`config.mk`:
```
export PLATFORM = sky130hd
export DESIGN_NAME = slaveFifoPort
export DESIGN_NICKNAME = d
export VERILOG_FILES = /design/src/rtl/slvPkg.sv /design/src/rtl/slvCtrl.sv /design/src/rtl/slvDatapath.sv /design/src/rtl/slaveFifoPort.sv
export SDC_FILE = /design/constraint.sdc
export NUM_CORES = 1
export LEC_CHECK = 0
export BUFFER_PORTS_ARGS = -buffer_cell sky130_fd_sc_hd__clkbuf_2
export CAP_MARGIN = 20
export CORE_MARGIN = 4
export CORE_UTILIZATION = 40
export CTS_CLUSTER_DIAMETER = 100
export DETAILED_ROUTE_END_ITERATION = 7
export PLACE_DENSITY = 0.78
export SLEW_MARGIN = 20
export SYNTH_ARGS = -nofsm -noshare
export SYNTH_HDL_FRONTEND = slang
export SYNTH_SLANG_ARGS = --single-unit
```
`constraint.sdc`:
```
create_clock -name clk -period 5.36 [get_ports clk]
set_input_delay 1.072 -clock clk [delete_from_list [all_inputs] [get_ports clk]]
set_output_delay 1.072 -clock clk [all_outputs]
set_load 0.05 [all_outputs]
```
`src/rtl/slvPkg.sv`:
```
package slvPkg;
  parameter int FIFO_SEL_W = 2;
  localparam int FIFO_COUNT = 1 << FIFO_SEL_W;

  typedef struct packed {
    logic                  push;
    logic                  pop;
    logic                  commit;
    logic                  ovf;
    logic                  udf;
    logic                  clash;
    logic                  drive;
    logic [FIFO_SEL_W-1:0] sel;
  } slvEvt_t;
endpackage

```
`src/rtl/slvCtrl.sv`:
```
module slvCtrl
  import slvPkg::*;
#(
  parameter int SYNC_DEPTH = 2
) (
  input  logic                  clk,
  input  logic                  rstN,
  input  logic                  asyncMode,
  input  logic                  csN,
  input  logic                  wrStb,
  input  logic                  rdStb,
  input  logic                  oeStb,
  input  logic                  pktEnd,
  input  logic [FIFO_SEL_W-1:0] fifoSel,
  input  logic [FIFO_COUNT-1:0] fifoFull,
  input  logic [FIFO_COUNT-1:0] fifoEmpty,
  output slvEvt_t               evt
);
  localparam int NUM_STB = 3;  // 0 = write, 1 = read, 2 = packet end

  logic [NUM_STB-1:0] gated;
  logic [NUM_STB-1:0] rawEdge;
  logic [NUM_STB-1:0] syncEdge;
  logic [NUM_STB-1:0] event_;
  logic               pkPrev;

  assign gated = {pktEnd, rdStb, wrStb} & {NUM_STB{~csN}};

  for (genvar s = 0; s < NUM_STB; s++) begin : g_stb
    logic [SYNC_DEPTH:0] chain;
    always_ff @(posedge clk) begin
      if (!rstN) chain <= '0;
      else       chain <= {chain[SYNC_DEPTH-1:0], gated[s]};
    end
    assign syncEdge[s] = chain[SYNC_DEPTH-1] & ~chain[SYNC_DEPTH];
  end

  always_ff @(posedge clk) begin
    if (!rstN) pkPrev <= 1'b0;
    else       pkPrev <= gated[2];
  end

  // Clocked mode: read/write are level qualifiers, packet end is edge based.
  assign rawEdge = {gated[2] & ~pkPrev, gated[1], gated[0]};
  assign event_  = asyncMode ? syncEdge : rawEdge;

  always_comb begin
    evt        = '0;
    evt.sel    = fifoSel;
    evt.push   = event_[0] & ~fifoFull[fifoSel];
    evt.ovf    = event_[0] &  fifoFull[fifoSel];
    evt.pop    = event_[1] & ~fifoEmpty[fifoSel];
    evt.udf    = event_[1] &  fifoEmpty[fifoSel];
    evt.commit = event_[2];
    evt.clash  = ~csN & wrStb & oeStb;
    evt.drive  = ~csN & oeStb & ~wrStb;
  end

  AST_ASYNC_WR_SINGLE: assert property (@(posedge clk) disable iff (!rstN)
    (asyncMode && $past(asyncMode) && syncEdge[0]) |=> !syncEdge[0]) else $error("wr edge repeat");
endmodule

```
`src/rtl/slvDatapath.sv`:
```
module slvDatapath
  import slvPkg::*;
#(
  parameter int DATA_W = 16
) (
  input  logic                       clk,
  input  logic                       rstN,
  input  slvEvt_t                    evt,
  input  logic [FIFO_COUNT-1:0]      wideCfg,
  input  logic [DATA_W-1:0]          busDataIn,
  input  logic [FIFO_COUNT*DATA_W-1:0] rdDataFlat,
  output logic [DATA_W-1:0]          busDataOut,
  output logic                       busDataOe,
  output logic [FIFO_COUNT-1:0]      pushReq,
  output logic [DATA_W-1:0]          pushData,
  output logic [FIFO_COUNT-1:0]      popReq,
  output logic [FIFO_COUNT-1:0]      commitPulse,
  output logic [FIFO_COUNT-1:0]      ovfFlags,
  output logic [FIFO_COUNT-1:0]      udfFlags,
  output logic                       contErr
);
  localparam int BYTE_W = DATA_W / 2;

  logic [DATA_W-1:0] headWord;
  logic [DATA_W-1:0] inMasked;
  logic [DATA_W-1:0] outMasked;
  logic              selWide;

  assign selWide   = wideCfg[evt.sel];
  assign headWord  = rdDataFlat[evt.sel*DATA_W +: DATA_W];
  assign inMasked  = selWide ? busDataIn : {{(DATA_W-BYTE_W){1'b0}}, busDataIn[BYTE_W-1:0]};
  assign outMasked = selWide ? headWord  : {{(DATA_W-BYTE_W){1'b0}}, headWord[BYTE_W-1:0]};

  assign busDataOe  = evt.drive;
  assign busDataOut = evt.drive ? outMasked : '0;

  for (genvar f = 0; f < FIFO_COUNT; f++) begin : g_fifo
    logic hit;
    assign hit = (evt.sel == FIFO_SEL_W'(f));
    always_ff @(posedge clk) begin
      if (!rstN) begin
        pushReq[f]     <= 1'b0;
        popReq[f]      <= 1'b0;
        commitPulse[f] <= 1'b0;
        ovfFlags[f]    <= 1'b0;
        udfFlags[f]    <= 1'b0;
      end else begin
        pushReq[f]     <= hit & evt.push;
        popReq[f]      <= hit & evt.pop;
        commitPulse[f] <= hit & evt.commit;
        ovfFlags[f]    <= ovfFlags[f] | (hit & evt.ovf);
        udfFlags[f]    <= udfFlags[f] | (hit & evt.udf);
      end
    end
  end

  always_ff @(posedge clk) begin
    if (!rstN) begin
      pushData <= '0;
      contErr  <= 1'b0;
    end else begin
      if (evt.push) pushData <= inMasked;
      contErr <= contErr | evt.clash;
    end
  end

  AST_PUSH_ONEHOT: assert property (@(posedge clk) disable iff (!rstN)
    $onehot0(pushReq)) else $error("push not onehot");
  AST_POP_ONEHOT: assert property (@(posedge clk) disable iff (!rstN)
    $onehot0(popReq)) else $error("pop not onehot");
  AST_COMMIT_SINGLE: assert property (@(posedge clk) disable iff (!rstN)
    (commitPulse != '0) |=> (commitPulse == '0)) else $error("commit too long");
  AST_CLASH_STICKY: assert property (@(posedge clk) disable iff (!rstN)
    $past(contErr) |-> contErr) else $error("contErr cleared");
  AST_OVF_STICKY: assert property (@(posedge clk) disable iff (!rstN)
    ((ovfFlags & $past(ovfFlags)) == $past(ovfFlags))) else $error("ovf cleared");
  AST_UDF_STICKY: assert property (@(posedge clk) disable iff (!rstN)
    ((udfFlags & $past(udfFlags)) == $past(udfFlags))) else $error("udf cleared");
endmodule

```
`src/rtl/slaveFifoPort.sv`:
```
module slaveFifoPort
  import slvPkg::*;
#(
  parameter int DATA_W     = 16,
  parameter int SYNC_DEPTH = 2
) (
  input  logic                         clk,
  input  logic                         rstN,
  input  logic                         asyncMode,
  input  logic [FIFO_COUNT-1:0]        wideCfg,
  input  logic                         csN,
  input  logic                         wrStb,
  input  logic                         rdStb,
  input  logic                         oeStb,
  input  logic                         pktEnd,
  input  logic [FIFO_SEL_W-1:0]        fifoSel,
  input  logic [DATA_W-1:0]            busDataIn,
  output logic [DATA_W-1:0]            busDataOut,
  output logic                         busDataOe,
  input  logic [FIFO_COUNT-1:0]        fifoFull,
  input  logic [FIFO_COUNT-1:0]        fifoEmpty,
  input  logic [FIFO_COUNT*DATA_W-1:0] rdDataFlat,
  output logic [FIFO_COUNT-1:0]        pushReq,
  output logic [DATA_W-1:0]            pushData,
  output logic [FIFO_COUNT-1:0]        popReq,
  output logic [FIFO_COUNT-1:0]        commitPulse,
  output logic [FIFO_COUNT-1:0]        ovfFlags,
  output logic [FIFO_COUNT-1:0]        udfFlags,
  output logic                         contErr
);
  slvEvt_t evt;

  slvCtrl #(.SYNC_DEPTH(SYNC_DEPTH)) i_ctrl (
    .clk(clk), .rstN(rstN), .asyncMode(asyncMode), .csN(csN),
    .wrStb(wrStb), .rdStb(rdStb), .oeStb(oeStb), .pktEnd(pktEnd),
    .fifoSel(fifoSel), .fifoFull(fifoFull), .fifoEmpty(fifoEmpty), .evt(evt)
  );

  slvDatapath #(.DATA_W(DATA_W)) i_dp (
    .clk(clk), .rstN(rstN), .evt(evt), .wideCfg(wideCfg),
    .busDataIn(busDataIn), .rdDataFlat(rdDataFlat),
    .busDataOut(busDataOut), .busDataOe(busDataOe),
    .pushReq(pushReq), .pushData(pushData), .popReq(popReq),
    .commitPulse(commitPulse), .ovfFlags(ovfFlags), .udfFlags(udfFlags),
    .contErr(contErr)
  );

  AST_NO_PUSH_FULL: assert property (@(posedge clk) disable iff (!rstN)
    ((pushReq & $past(fifoFull)) == '0)) else $error("push into full");
  AST_NO_POP_EMPTY: assert property (@(posedge clk) disable iff (!rstN)
    ((popReq & $past(fifoEmpty)) == '0)) else $error("pop from empty");
endmodule

```
==> run metrics <==
status=completed; post-placement setup slack=around 1400 ps; gp weighted congestion=0.882; placeable core region=between 5000 and 6000 um2; clk slew on worst S/H paths=90 ps; Fin Clk Skew=about 6.2 ps; endpoint class of the critical path=primary output; Slew @ Worst Pin=around 950 ps; largest net degree at the start of global routing=between 50 and 60; RSZ-0062 raised after global routing=no; n_diodes=0; min cycle time layout=roughly 4000 ps; CP max FO=28; via count=2144; Seq/Total Area, Yosys=about two fifths; max cap viols=0; kind of critical path=input pin to primary output; CTS Buf Count=5; Via density=between 5 and 6; Post-synth EDFFs=0; leak pwr=about 0.0016 uW; DIE AREA=6900 um2; via count of the first global-routing pass=2320; Power Dens Cells=between 200 and 250 nW/um2; DRC viols=0; Routed WL=around 6.6 mm; share of cells above drive strength 1=50.7%; total global-route track usage=18.9%; Worst Hold Class=register to register; # port buffers=between 150 and 200; fraction of registers with async set/reset=0%; cells after synthesis=approximately 210; final std cells w/o fill=427; Synthesized Nets=310; Slew Limit Fails=0; slew margin rel.=between 30 and 40%; Congestion Overflow GR=0; TritonCTS clock tree=built; Reg-to-Reg Start=i_ctrl.g_stb[0].chain[2]$_SDFF_PN0_; required time worst endpoint=~4300 ps; I/O pins=about 160; Top FF cell, synth=dfxtp_1; Max Freq=about 250 MHz; Avg WL per Cell=approximately 15 um; Area growth syn-to-layout=39.0%; dpl cells=around 420; CP Cell Sequence=clkbuf_2 > mux4_2 > and3_1 > clkbuf_2; clk buf depth=2; Post-DRT Antenna Nets=0; synth warn=0; flops & latches, synth=46; slowest cell on the critical path=mux4_2; CP most frequent cell=clkbuf_2; Final period util=about 74%; nets=between 400 and 500; H-tree depth=2; DRT iter0 DRCs=between 80 and 90; post-CTS setup buffer count=0; Initial DRT Pass Iterations=4; post_cts resized=0; dpl hpwl=5.35 mm; Peak VDD IR=about 0.14 mV; Final Hold Vio Count=0; Die Wd=83.1 um; Setup-failing EPs final=0; antenna violations before repair=0; worst setup path start=fifoSel[0]; Avg Cell Area, Syn=between 10 and 15 um2; filler cell count=about 510; setup total negative slack=0 ps; Clock Sinks=46; Mapped Area=2250 um2; Startpoint Class=input pin; DIE HEIGHT=83.1 um; root buf cell=clkbuf_8; Cell Area, Placed=about 3000 um2; Synth cell types=30; Design Area, Final=~3100 um2; hold_buf cts=0; crit path DAT=between 2000 and 3000 ps; hold wc startpoint=i_ctrl.g_stb[0].chain[0]$_SDFF_PN0_; CP peak stage delay=~750 ps; initial core utilization=~40%; Rows=27; final core utilization=a little under three fifths; first-pass GRT wire length=between 10 and 15 mm; clk_lat worst skew=between 200 and 300 ps; final setup margin=1400 ps
==> synthesized netlist by cell type, drive strengths merged, types with 7 or more instances <==
cell type  instances  area share [%]
nand2             27             4.5
and3              11             3.1
nand3             10             2.2
mux2i             16             7.1
o21a               8             2.7
nor2              13             2.2
and2              14             3.9
mux4              19              20
dfxtp             46              41
buf                7             3.1
clkbuf            10             1.7
==> routing by layer <==
layer	part of all wire (%)	GRT usage (%)	vias up
met5	0	0	-
met2	50	32.1	97
li1	-	-	1037
met1	40	22.2	997
met4	2.5	7.43	0
met3	7.8	5.65	13
==> power breakdown <==
part	internal [uW]	switching [uW]	total (uW)
Combinational	67.0	81.9	149
Sequential	349	3.02	352
Clock	140	117	257
Total	555	202	757
==> state kept, by name, indices dropped and copies added (netlist names) <==
signal / count
i_dp.pushReq: 4
i_dp.ovfFlags: 4
i_ctrl.g_stb.chain: 9
i_dp.contErr: 1
i_dp.pushData: 16
i_dp.commitPulse: 4
i_dp.udfFlags: 4
i_dp.popReq: 4
==> stage by stage <==
stage	power, uW	hold slack [ps]
2_1_floorplan	456	412
3_3_place_gp	505	421
3_5_place_dp	510	421
4_1_cts	767	439
5_1_grt	789	468
6_report	757	434
==> cell type report <==
class | instances | area (um2) | area share, %
inverters | 3 | 11.3 | 0.359
well taps | 72 | 90.1 | 2.88
multi-input cells | 142 | 1210 | 38.8
clock buffers | 5 | 68.8 | 2.20
repair buffers | 156 | 783 | 25.0
flip-flops and latches | 46 | 921 | 29.4
clock inverters | 3 | 43.8 | 1.40
==> cell families (layout without fill, tap and decap cells) <==
| family | Yosys count | after routing | share of synthesized area, % |
|---|---|---|---|
| AND/OR/NAND/NOR | 86 | 86 | 19.5 |
| flip-flops | 46 | 46 | 40.9 |
| multiplexers | 35 | 35 | 26.9 |
| AO/OA/AOI/OAI | 21 | 21 | 7.50 |
| buffers and inverters | 20 | 167 | 5.22 |
==> layout by cell type (no fill, tap or decap), types with 2 or more instances in the layout <==
cell type  Yosys  routed
clkbuf_2       0     155
dfxtp_1       46      46
nand2_1       27      27
mux2i_1       16      16
mux4_2        14      14
and2_1        14      14
nor2_1        13      13
and3_1        11      11
nand3_1       10      10
o21a_1         8       8
mux4_1         5       5
clkbuf_8       0       5
inv_1          3       3
nor2b_1        3       3
nand3b_1       3       3
a21oi_1        3       3
o211a_1        3       3
nor3b_1        2       2
a31oi_1        2       2
==> path summary, 6_finish.rpt <==
kind	to	slack (ps)	cells after the start
max	busDataOut[12]	1400	4
min	i_ctrl.g_stb[0].chain[1]$_SDFF_PN0_	430	1
max reg2reg	i_dp.pushData[0]$_SDFFE_PN0P_	4000	3
min reg2reg	i_ctrl.g_stb[0].chain[1]$_SDFF_PN0_	430	1
==> critical path, delay by kind of cell <==
| kind | cells | cell delay [ps] |
|---|---|---|
| buffers and inverters | 2 | 840 |
| and+or+nand+nor | 1 | 230 |
| muxes | 1 | 750 |
Note: power is estimated with default switching activity, not from simulation.
